[src/rtl/ddr2_cmd_watch.sv]
module ddr2_cmd_watch #(
  parameter int BA_W = 2
) (
  input  logic            clk,
  input  logic            rst_n,
  input  logic            reinit,
  input  logic            bl4_mode,
  input  logic            clk_en,
  input  logic            sel_n,
  input  logic            row_strb_n,
  input  logic            col_strb_n,
  input  logic            wr_en_n,
  input  logic            addr_ap,
  input  logic [BA_W-1:0] bank_sel,
  output logic [15:0]     cmd_oh,
  output logic [BA_W-1:0] cmd_bank,
  output logic            cmd_ap,
  output logic [1:0]      pwr_state,
  output logic            illegal
);
  localparam int C_DES = 0, C_NOP = 1, C_MRS = 2, C_REF = 3;
  localparam int C_SRE = 4, C_PDE = 5, C_WAKE = 6, C_HOLD = 7;
  localparam int C_PRE = 8, C_PREA = 9, C_ACT = 10, C_WR = 11;
  localparam int C_WRA = 12, C_RD = 13, C_RDA = 14, C_BAD = 15;
  localparam int CMD_N = 16;
  localparam logic [1:0] P_ACT = 2'd0, P_PDN = 2'd1, P_SRF = 2'd2;

  logic             cke_q;
  logic             burst_busy;
  logic [CMD_N-1:0] dec;
  logic [2:0]       rcw;
  logic             dec_rw, use_bank, use_ap;

  assign rcw = {row_strb_n, col_strb_n, wr_en_n};

  always_comb begin
    dec = '0;
    case ({cke_q, clk_en})
      2'b11: begin
        if (sel_n) dec[C_DES] = 1'b1;
        else begin
          case (rcw)
            3'b111:  dec[C_NOP] = 1'b1;
            3'b000:  dec[C_MRS] = 1'b1;
            3'b001:  dec[C_REF] = 1'b1;
            3'b010:  dec[addr_ap ? C_PREA : C_PRE] = 1'b1;
            3'b011:  dec[C_ACT] = 1'b1;
            3'b100:  dec[addr_ap ? C_WRA : C_WR] = 1'b1;
            3'b101:  dec[addr_ap ? C_RDA : C_RD] = 1'b1;
            default: dec[C_BAD] = 1'b1;
          endcase
          if (burst_busy && (rcw[2:1] == 2'b10)) begin
            dec = '0;
            dec[C_BAD] = 1'b1;
          end
        end
      end
      2'b10: begin
        if (sel_n || rcw == 3'b111) dec[C_PDE] = 1'b1;
        else if (rcw == 3'b001)     dec[C_SRE] = 1'b1;
        else                        dec[C_BAD] = 1'b1;
      end
      2'b01:   dec[C_WAKE] = 1'b1;
      default: dec[C_HOLD] = 1'b1;
    endcase
  end

  assign dec_rw   = |dec[C_RDA:C_WR];
  assign use_bank = dec_rw | dec[C_MRS] | dec[C_PRE] | dec[C_ACT];
  assign use_ap   = dec[C_PREA] | dec[C_WRA] | dec[C_RDA];

  always_ff @(posedge clk) begin
    if (!rst_n) begin
      cke_q      <= 1'b0;
      burst_busy <= 1'b0;
      cmd_oh     <= '0;
      cmd_bank   <= '0;
      cmd_ap     <= 1'b0;
      pwr_state  <= P_ACT;
      illegal    <= 1'b0;
    end else begin
      cke_q      <= clk_en;
      burst_busy <= bl4_mode & dec_rw;
      cmd_oh     <= dec;
      cmd_bank   <= use_bank ? bank_sel : '0;
      cmd_ap     <= use_ap;
      if (dec[C_SRE])       pwr_state <= P_SRF;
      else if (dec[C_PDE])  pwr_state <= P_PDN;
      else if (dec[C_WAKE]) pwr_state <= P_ACT;
      if (dec[C_BAD])       illegal <= 1'b1;
      else if (reinit)      illegal <= 1'b0;
    end
  end
endmodule

[config.mk]
export PLATFORM = sky130hd
export DESIGN_NAME = ddr2_cmd_watch
export DESIGN_NICKNAME = d
export VERILOG_FILES = /design/src/rtl/ddr2_cmd_watch.sv
export SDC_FILE = /design/constraint.sdc
export NUM_CORES = 1
export LEC_CHECK = 0
export BUFFER_PORTS_ARGS = -buffer_cell sky130_fd_sc_hd__buf_2
export CORE_MARGIN = 10
export CORE_UTILIZATION = 45
export DETAILED_ROUTE_END_ITERATION = 8
export HOLD_SLACK_MARGIN = 0.1
export PLACE_DENSITY = 0.76
export SLEW_MARGIN = 20
export SYNTH_ARGS = -nofsm -noshare
export SYNTH_HDL_FRONTEND = slang
export SYNTH_SLANG_ARGS = --single-unit
[constraint.sdc]
create_clock -name clk -period 1.5 [get_ports clk]
set_clock_uncertainty 0.05 [all_clocks]
set_input_delay 0.3 -clock clk [delete_from_list [all_inputs] [get_ports clk]]
set_output_delay 0.3 -clock clk [all_outputs]
set_load 0.005 [all_outputs]
---- Word level (Yosys, flattened, before mapping) ----
Cells that the tools add are included.
storage, ports and cells
  bits in registers ....................... 24
  bits in latches ......................... 0
  bits in writable memories ............... 0
  bits in read-only memories .............. 0
  bits of input ports ..................... 12
  memories ................................ 0
operators by class
  add/sub/neg operators ................... 0
  multiply operators ...................... 0
  div/mod/pow operators ................... 0
  $lt $le $gt $ge ......................... 6
  eq/ne operators ......................... 10
  shifts and indexed selects .............. 0
  mux-type cells .......................... 36
  bitwise logic cells ..................... 8
  reductions and logical operators ........ 16
operators with widths
  cell                  count
  $pmux W1 S4           5
  $pmux W6 S3           1
  $mux W16              1
  $lt A4 B5 Y1 const B  3
  $mux W15              1
  $demux W1 S4          3
  $ge A4 B1 Y1 const B  3
  $mux W1               12
  $pmux W4 S3           1
  $reduce_or A4 Y1      3
  $eq A3 B3 Y1 const B  3
  $mux W2               4
  $mux W7               1
  $eq A2 B2 Y1 const B  3
  $eq A3 B2 Y1 const B  2
  $mux W3               2
  $pmux W1 S2           3
  $or A1 B1 Y1          5
  $logic_and A1 B1 Y1   4
  $pmux W2 S2           1
  $reduce_and A2 Y1     2
  $reduce_bool A2 Y1    2
  $reduce_or A2 Y1      2
  $eq A3 B1 Y1 const B  1
  7 further kinds       8

---- Logic depth before layout (Yosys ltp) ----
Gate-level depths: netlist (run 1).
  word-level depth ........................ 14
  gate-level depth with buffers ........... 5
  gate-level depth less buffers ........... 4

---- Least setup slack after synthesis (run 1) ----
No wires, ideal clock.
  path type ............................... in2reg
  from .................................... input row_strb_n
  to ...................................... register burst_busy
  data arrival time ....................... 1.088 ns
  data required time ...................... 1.377 ns
  slack ................................... 0.289 ns
  stages .................................. 4
  cell sequence ........................... buf_2 -> inv_2 -> or3_4 -> nor3b_2
between the ends
  longest elaborated chain between the ends .. 7
RTL lines
  element                                                    line    source
  from (decl)                                                10      input logic row_strb_n,
  $eq A3 B3 Y1, or another cell as far along                 42      case (rcw)
  $pmux W4 S3 / $logic_and A1 B1 Y1 (equally long branches)  42, 52
  $mux W16 *                                                 52      if (burst_busy && (rcw[2:1] == 2'b10)) begin
  $mux W15 *                                                 40      if (sel_n) dec[C_DES] = 1'b1;
  $mux W7 *                                                  38      case ({cke_q, clk_en})
  $reduce_or A4 Y1 *                                         68      assign dec_rw = |dec[C_RDA:C_WR];
  $and A1 B1 Y1 *                                            83      burst_busy <= bl4_mode & dec_rw;
  to (signal assigned)                                       83
  to (decl)                                                  29      logic burst_busy;
Mark *: on every way between the ends. The rest lies on a longest branch, timed or not.
A chain may end at the register's enable or synchronous reset.

---- Worst setup path in the final report (run 1) ----
  from .................................... register cke_q
  to ...................................... register cmd_oh[13]
between the ends
  longest elaborated chain between the ends .. 2
RTL lines
  element                 line  source
  from (decl)             28    logic cke_q;
  from (signal assigned)  82    cke_q <= clk_en;
  $eq A2 B2 Y1            38
  $mux W7                 38
  to (signal assigned)    76    cmd_oh <= '0;
  to (signal assigned)    84    cmd_oh <= dec;
  to (decl)               15    output logic [15:0] cmd_oh,
No other way between the ends.

==> results of run 1 <==
worst max-delay path, stage by stage, from the launching register on:
cell      delay, ns
dfxtp_1        0.50
nand4b_4       0.17
or3_4          0.38
nor3_2         0.17
report_power, final:
| group | switching [mW] | internal [mW] |
|---|---|---|
| Sequential | 0.00504 | 0.646 |
| Combinational | 0.0470 | 0.0326 |
| Clock | 0.185 | 0.148 |
cells by family after synthesis:
kind of cell	count (synthesis)	share of synthesized area (%)
AOI/OAI and AO/OA	9	7.56
buffers and inverters	8	3.78
DFF	24	55.8
and+or+nand+nor	43	32.8
area by class of cell:
| class | instances | area [um2] |
|---|---|---|
| fill | 159 | 684 |
| sequential | 24 | 480 |
| multi-input combinational | 52 | 348 |
| timing repair buffer | 33 | 165 |
| clock buffer | 4 | 36.3 |
| tap | 25 | 31.3 |
| inverter | 5 | 18.8 |
per-layer routing:
layer | vias to the layer above | track usage [%] | routed length (um)
li1 | 353 | - | -
met1 | 310 | 9.63 | 758
met2 | 29 | 15.1 | 793
met3 | 5 | 6.10 | 237
met4 | 0 | 4.92 | 41
met5 | - | 0 | 0
sequential cells by signal, indices dropped and copies added, names as in the netlist:
name        count
cke_q           1
illegal         1
cmd_oh         16
burst_busy      1
cmd_ap          1
pwr_state       2
cmd_bank        2
Yosys cell counts (2+ instances only):
| master | n |
|---|---|
| or2b_1 | 2 |
| nor2_1 | 10 |
| dfxtp_1 | 24 |
| and3_1 | 4 |
| buf_2 | 2 |
| nand2_1 | 5 |
| and2_1 | 2 |
| inv_1 | 4 |
| nor2b_1 | 2 |
| nand2b_1 | 3 |
| o21ai_0 | 2 |
| a21oi_1 | 2 |
| and2b_2 | 2 |
| nor3_1 | 5 |
worst min path at each step:
stage | end | cells past startpoint
2_1_floorplan | cmd_oh[13]$_SDFF_PN0_ | 1
6_report | cmd_bank[1]$_SDFF_PN0_ | 3
4_1_cts | cmd_bank[1]$_SDFF_PN0_ | 3
3_3_place_gp | pwr_state[0]$_SDFFE_PP0P_ | 2
5_1_grt | cmd_bank[1]$_SDFF_PN0_ | 3
3_5_place_dp | pwr_state[0]$_SDFFE_PP0P_ | 2
stage by stage:
step / worst slack (ns) / utilization [%] / cells / power, mW
2_1_floorplan: 0.289 / - / 84 / 0.709
3_3_place_gp: 0.156 / 59.1 / 139 / 0.742
3_5_place_dp: 0.110 / 59.1 / 139 / 0.745
4_1_cts: 0.164 / 61.2 / 143 / 1.07
5_1_grt: 0.0651 / 61.2 / 143 / 1.11
6_report: 0.166 / 61.2 / 143 / 1.06
==> flow_summary.toml, run 1 <==
[power_and_ir_drop]
power_density_nw_per_um2 = 986
peakVddDrop_mv = 0.561
leakagePower_nw = 0.534

[sta]
finalCritPeriodShare_pct = 88.9
hold_viol_final = 0
slew_headroom_pct = 77.2
max_freq_mhz = 750
final_max_slew_viol_count = 0
finalSetupViolations = 0
setup-tns-final_ns = 0
rsz0062_at_grt = "false"
worst_pin_slew_ns = 0.339
min_period_ns = 1.33
timing.hold.ws_ns = 0.136

[worst_setup_path]
cp.required_ns = 1.70
reg2reg_slack_ns = 0.17
crit_path_max_fanout = 7
critical_path_class = "register to register"
r2r-end = "cmd_oh[13]$_SDFF_PN0_"
startpoint = "cke_q$_SDFF_PN0_"
r2r_start = "cke_q$_SDFF_PN0_"
critPathCaptureType = "register"
crit_end = "cmd_oh[13]$_SDFF_PN0_"
r2r_cells = 3
worstPathArrival_ns = 1.53
cp-start-kind = "register"

[placement]
hpwl_um = 1460
postPlaceCellArea_um2 = 1040
io_buffers = 33
gp_congestion = 0.789

[final_layout]
final_area_um2 = 1080
final_common_cell = "buf_2"
drive_gt1_share_pct = 39.8
antenna_cells = 0
area.growth.synth_to_final_pct = 25.4
nets = 131
final_cell_mix = "buf_2 (33), dfxtp_1 (24), nor2_1 (10)"

[route]
drt_iter0_drc = 9
num_vias = 697
wl_per_cell_um = 12.8
drc_errors = 0
firstDrtPassIters = 4
ant_nets = 0
vias_per_cell = 4.87
drt-total-wl_um = 1830

[floorplan]
die-area_um2 = 4060
start_util_pct = 48.8
die_w_um = 63.7
fp.coreArea_um2 = 1760
ios = 34
die_h_um = 63.7
rows = 15

[run]
maxCapViolCount = 0

[clock_tree]
clockRootBuffer = "clkbuf_4"
post_cts_resized = 0
post-cts-setup-buffers = 0
htreeDepth = 1
clockBufferDepth = 2
clk_latency_ns = 0.31
cts_tree = "yes"
cts_sinks = 24
path_clk_slew_ns = 0.12
cts_buffers = 3
hold_buffers = 0

[synthesis]
synthFlopType = "dfxtp_1"
syn_avg_cell_area_um2 = 10.2
yosysSeqAreaShare_pct = 55.8
yosys_register_bits = 24
synth_fp_nets = 96
synth_top_area_cell = "dfxtp_1"
synth_cells = 84
synth_edf_count = 0
ys_types = 29
yosysTopAreaCellShare_pct = 55.8
async_reset_ff_share_pct = 0
synth_area_leaders = "dfxtp_1 (56%), nor2_1 (4.4%), and3_1 (2.9%)"
synth_area_um2 = 861
yosysWarnings = 0

[global_route]
grt_max_degree = 14
grt_pass1_wl_um = 3170
grt_pass1_vias = 715
grt_antenna_before_repair = 0
grt_usage_pct = 9.56
grt_overflow_total = 0

[hold_path]
min_path_type = "primary input to register"
hold_path.startpoint = "bank_sel[1]"

[run_status]
outcome = "complete, no violations"
Note: power is estimated with default switching activity, not from simulation.
==> run 2: changes to the inputs <==
--- a/config.mk
+++ b/config.mk
@@ -10,7 +10,7 @@
 export CORE_UTILIZATION = 45
 export DETAILED_ROUTE_END_ITERATION = 8
 export HOLD_SLACK_MARGIN = 0.1
-export PLACE_DENSITY = 0.76
+export PLACE_DENSITY = 0.75
 export SLEW_MARGIN = 20
 export SYNTH_ARGS = -nofsm -noshare
 export SYNTH_HDL_FRONTEND = slang
==> run 2 against run 1 <==
Against the previous run:
- combinational power is essentially flat
- critical path depth is the same
- via count shrank 2.3%
- clock power shrank 23%
- worst setup slack lost 0.0057 ns
- maximum frequency shrank 0.42%
- sequential share of layout area grew 0.57 points
- register-to-register slack is essentially flat
- clock-buffer cell count shrank 1
- cell area shrank 1.3%
- worst hold slack gained 0.017 ns
- die area is the same
- critical path type unchanged
==> flow_summary.toml, run 2 (synthesis results as in run 1) <==
[route]
drt_iter0_drc = 21
wl_per_cell_um = 13.0
drt-total-wl_um = 1840
num_vias = 681
vias_per_cell = 4.80
ant_nets = 0
firstDrtPassIters = 4
drc_errors = 0

[hold_path]
hold_path_depth = 3
min_path_type = "primary input to register"

[placement]
io_buffers = 33
place_inst = 139
hpwl_um = 1480
gp_congestion = 0.804

[global_route]
grt_usage_pct = 9.41
met3_usage_pct = 4.18
gr-max-usage-layer = "met2"
grt_antenna_before_repair = 0
grt_pass1_vias = 694
gr-usage-met2_pct = 14.9
grt_pass1_wl_um = 3120
grt_overflow_total = 0
use_met1_pct = 10.7
grt_max_degree = 14

[clock_tree]
post-cts-setup-buffers = 0
htreeDepth = 1
hold_buffers = 0
path_clk_slew_ns = 0.11
cts_buffers = 3
clockBufferDepth = 2
clk_latency_ns = 0.30
post_cts_resized = 0
cts_sinks = 24
clockRootBuffer = "clkbuf_4"
cts_tree = "yes"

[power_and_ir_drop]
peakVddDrop_mv = 0.604
power_density_nw_per_um2 = 927
leakagePower_nw = 0.527

[sta]
min_period_ns = 1.34
setup-tns-final_ns = 0
finalSetupViolations = 0
final_max_slew_viol_count = 0
max_freq_mhz = 746
finalCritPeriodShare_pct = 89.3
slew_headroom_pct = 78.7
rsz0062_at_grt = "false"
hold_viol_final = 0
worst_pin_slew_ns = 0.316

[floorplan]
die_w_um = 63.7
fp.coreArea_um2 = 1760
die_h_um = 63.7
ios = 34
die-area_um2 = 4060
start_util_pct = 48.8
rows = 15

[final_layout]
nets = 131
finalNonFillerCells = 142
top_register = "cmd_oh"
fillCellCount = 179
area.growth.synth_to_final_pct = 23.8
finish.utilization_pct = 60.4
largest_reg_flops = 16
final_cell_mix = "buf_2 (33), dfxtp_1 (24), nor2_1 (10)"
drive_gt1_share_pct = 39.3
final_common_cell = "buf_2"
antenna_cells = 0
top_regs = "cmd_oh x16, cmd_bank x2, pwr_state x2"

[worst_setup_path]
cp-start-kind = "register"
worstPathArrival_ns = 1.50
critPathCaptureType = "register"
cp.required_ns = 1.66
critical_path_class = "register to register"
crit_path_max_fanout = 7
r2r_cells = 3

[run]
maxCapViolCount = 0

[run_status]
outcome = "complete, no violations"
run 2: cell types whose count changed in the layout (fill, tap and decap cells not counted):
cell	previous run	this run
clkbuf_8	1	0
run 2: path summary, 6_finish.rpt:
check	start	slack, ns	to
max	cke_q$_SDFF_PN0_	0.16	cmd_oh[11]$_SDFF_PN0_
min reg2reg	pwr_state[0]$_SDFFE_PP0P_	0.43	pwr_state[0]$_SDFFE_PP0P_
max reg2reg	cke_q$_SDFF_PN0_	0.16	cmd_oh[11]$_SDFF_PN0_
min	bank_sel[0]	0.15	cmd_bank[0]$_SDFF_PN0_
run 2: final cells by class:
type,instances,area (um2),share of cell area (%)
sequential,24,480,45.1
tap,25,31.3,2.93
multi-input combinational,52,348,32.6
timing repair buffer,33,165,15.5
inverter,5,18.8,1.76
clock buffer,3,22.5,2.11
run 2: through the flow:
step	area, um2	setup WS [ns]	hold WS (ns)	total power, mW
3_3_place_gp	1040	0.143	0.407	0.742
2_1_floorplan	861	0.289	0.320	0.709
4_1_cts	1070	0.162	0.145	0.998
6_report	1070	0.160	0.153	0.988
5_1_grt	1070	0.0850	0.146	1.04
3_5_place_dp	1040	0.103	0.419	0.745
run 2: critical path, cell delays in order (launching register included):
cell	delay (ns)
dfxtp_1	0.49
nand4b_4	0.17
or3_4	0.38
nor4_2	0.16
run 2: where the power goes:
part | internal, mW | total (mW) | switching [mW]
registers | 0.646 | 0.651 | 0.00490
clock network | 0.0936 | 0.258 | 0.164
logic | 0.0326 | 0.0798 | 0.0471
total | 0.772 | 0.988 | 0.216
run 2: layer usage:
metal / part of all wire [%] / vias to the layer above
met2: 46 / 25
met3: 9.7 / 5
met5: 0 / -
met4: 1.7 / 0
met1: 42 / 300
li1: - / 351
==> run 3: changes to the inputs <==
--- a/config.mk
+++ b/config.mk
@@ -6,11 +6,13 @@
 export NUM_CORES = 1
 export LEC_CHECK = 0
 export BUFFER_PORTS_ARGS = -buffer_cell sky130_fd_sc_hd__buf_2
+export CELL_PAD_IN_SITES_DETAIL_PLACEMENT = 0
+export CELL_PAD_IN_SITES_GLOBAL_PLACEMENT = 1
 export CORE_MARGIN = 10
-export CORE_UTILIZATION = 45
+export CORE_UTILIZATION = 34
 export DETAILED_ROUTE_END_ITERATION = 8
 export HOLD_SLACK_MARGIN = 0.1
-export PLACE_DENSITY = 0.75
+export PLACE_DENSITY_LB_ADDON = 0.1
 export SLEW_MARGIN = 20
 export SYNTH_ARGS = -nofsm -noshare
 export SYNTH_HDL_FRONTEND = slang
==> run 3 against run 2 <==
Against the previous run:
- global-route usage decreased by 1.9 points
- register-to-register slack about the same
- critical path depth unchanged
- first-iteration DRC count is the same
- combinational power grew 6.3%
- non-clock buffer count increased by 2
- worst setup slack improved by 0.0075 ns
==> flow_summary.toml, run 3 (synthesis results as in run 1) <==
[run_status]
outcome = "complete, no violations"

[clock_tree]
clockBufferDepth = 2
cts_tree = "yes"
post_cts_resized = 0
hold_buffers = 0
clockRootBuffer = "clkbuf_4"
path_clk_slew_ns = 0.12
post-cts-setup-buffers = 0
cts_buffers = 3
clk_latency_ns = 0.30
cts_sinks = 24
htreeDepth = 1

[sta]
final_max_slew_viol_count = 0
finalCritPeriodShare_pct = 88.8
worst_pin_slew_ns = 0.333
slew_headroom_pct = 77.6
max_freq_mhz = 751
rsz0062_at_grt = "false"
setup-tns-final_ns = 0
min_period_ns = 1.33
hold_viol_final = 0
finalSetupViolations = 0

[route]
ant_nets = 0
route.met2.wl_um = 839
drt-total-wl_um = 1980
wl_per_cell_um = 13.2
route.met3.wl_um = 202
drt_iter0_drc = 21
num_vias = 695
vias_per_cell = 4.63
firstDrtPassIters = 4
top_layer_used = "met4"
detail_route.wirelength.met1_um = 917
drc_errors = 0

[worst_setup_path]
slowest_stage = "dfxtp_1"
r2r_start = "cke_q$_SDFF_PN0_"
critPathCaptureType = "register"
cp_cell_sequence = "nand4b_4 > or3_4 > nor3b_2"
critical_path_class = "register to register"
reg2reg_slack_ns = 0.17
cp-start-kind = "register"
r2r_cells = 3
r2r-end = "burst_busy$_SDFF_PN0_"
cp.required_ns = 1.69
startpoint = "cke_q$_SDFF_PN0_"
crit_path_max_incr_delay_ns = 0.50
crit_path_max_fanout = 7
worstPathArrival_ns = 1.53

[final_layout]
fillCellCount = 244
finalNonFillerCells = 150
ff_latch_area_um2 = 480
drive_gt1_share_pct = 40.8
antenna_cells = 0
largest_reg_flops = 16
finish.utilization_pct = 44.9
top_regs = "cmd_oh x16, cmd_bank x2, pwr_state x2"
area.growth.synth_to_final_pct = 27.9
final_cell_mix = "buf_2 (33), dfxtp_1 (24), nor2_1 (10)"
final_common_cell = "buf_2"
multiInputGateArea_um2 = 348
top_register = "cmd_oh"
final_area_um2 = 1100
nets = 133

[placement]
io_buffers = 33
hpwl_um = 1550
gp_congestion = 0.796
place_inst = 146
postPlaceCellArea_um2 = 1060

[floorplan]
die_h_um = 70.3
die_w_um = 70.3
start_util_pct = 35.1
fp.coreArea_um2 = 2450
die-area_um2 = 4940
rows = 18
ios = 34

[hold_path]
hold_path_depth = 3
min_path_type = "primary input to register"
hold_path.startpoint = "bank_sel[1]"
min_to = "cmd_bank[1]$_SDFF_PN0_"

[power_and_ir_drop]
power_mw = 1.06
power_density_nw_per_um2 = 965
peakVddDrop_mv = 0.474
leakagePower_nw = 0.544

[global_route]
grt_pass1_vias = 697
grt_overflow_total = 0
grt_usage_pct = 7.51
grt_max_degree = 14
grt_pass1_wl_um = 3110
grt_antenna_before_repair = 0

[run]
maxCapViolCount = 0
run 3: changes by cell type in the layout (fill, tap and decap cells not counted), sizes merged:
cell    delta
buf        +2
clkbuf     +1
run 3: through the flow:
stage               setup slack (ns)  hold WS (ns)
finish                         0.168         0.141
global route                  0.0656         0.125
CTS                            0.155         0.129
detailed placement             0.144         0.422
global placement               0.160         0.405
floorplan                      0.289         0.320
run 3: worst max-delay path by stage:
| stage | to | slack, ns |
|---|---|---|
| after floorplan | burst_busy$_SDFF_PN0_ | 0.29 |
| after global placement | illegal$_SDFFE_PN0P_ | 0.16 |
| after detailed placement | pwr_state[1]$_SDFFE_PN0P_ | 0.14 |
| after CTS | burst_busy$_SDFF_PN0_ | 0.16 |
| after global routing | burst_busy$_SDFF_PN0_ | 0.07 |
| final | burst_busy$_SDFF_PN0_ | 0.17 |
run 3: area by class of cell:
cell class                      count  share of cell area, %
Timing Repair Buffer               35                   16.4
Sequential cell                    24                   43.6
Multi-Input combinational cell     52                   31.6
Clock buffer                        4                   3.30
Inverter                            5                   1.70
Tap cell                           30                   3.41
run 3: routing by layer:
layer	vias to the layer above	global-route usage (%)
li1	358	-
met2	21	11.3
met3	4	4.10
met1	312	8.51
met4	0	3.29
met5	-	0
run 3: worst max-delay path, delay by kind of cell, from the launching register on:
kind             cells  cell delay [ns]
DFF                  1             0.50
and+or+nand+nor      3             0.73
run 3: power by group:
part	switching (mW)	internal, mW
combinational	0.0488	0.0360
sequential	0.00473	0.646
clock	0.180	0.148
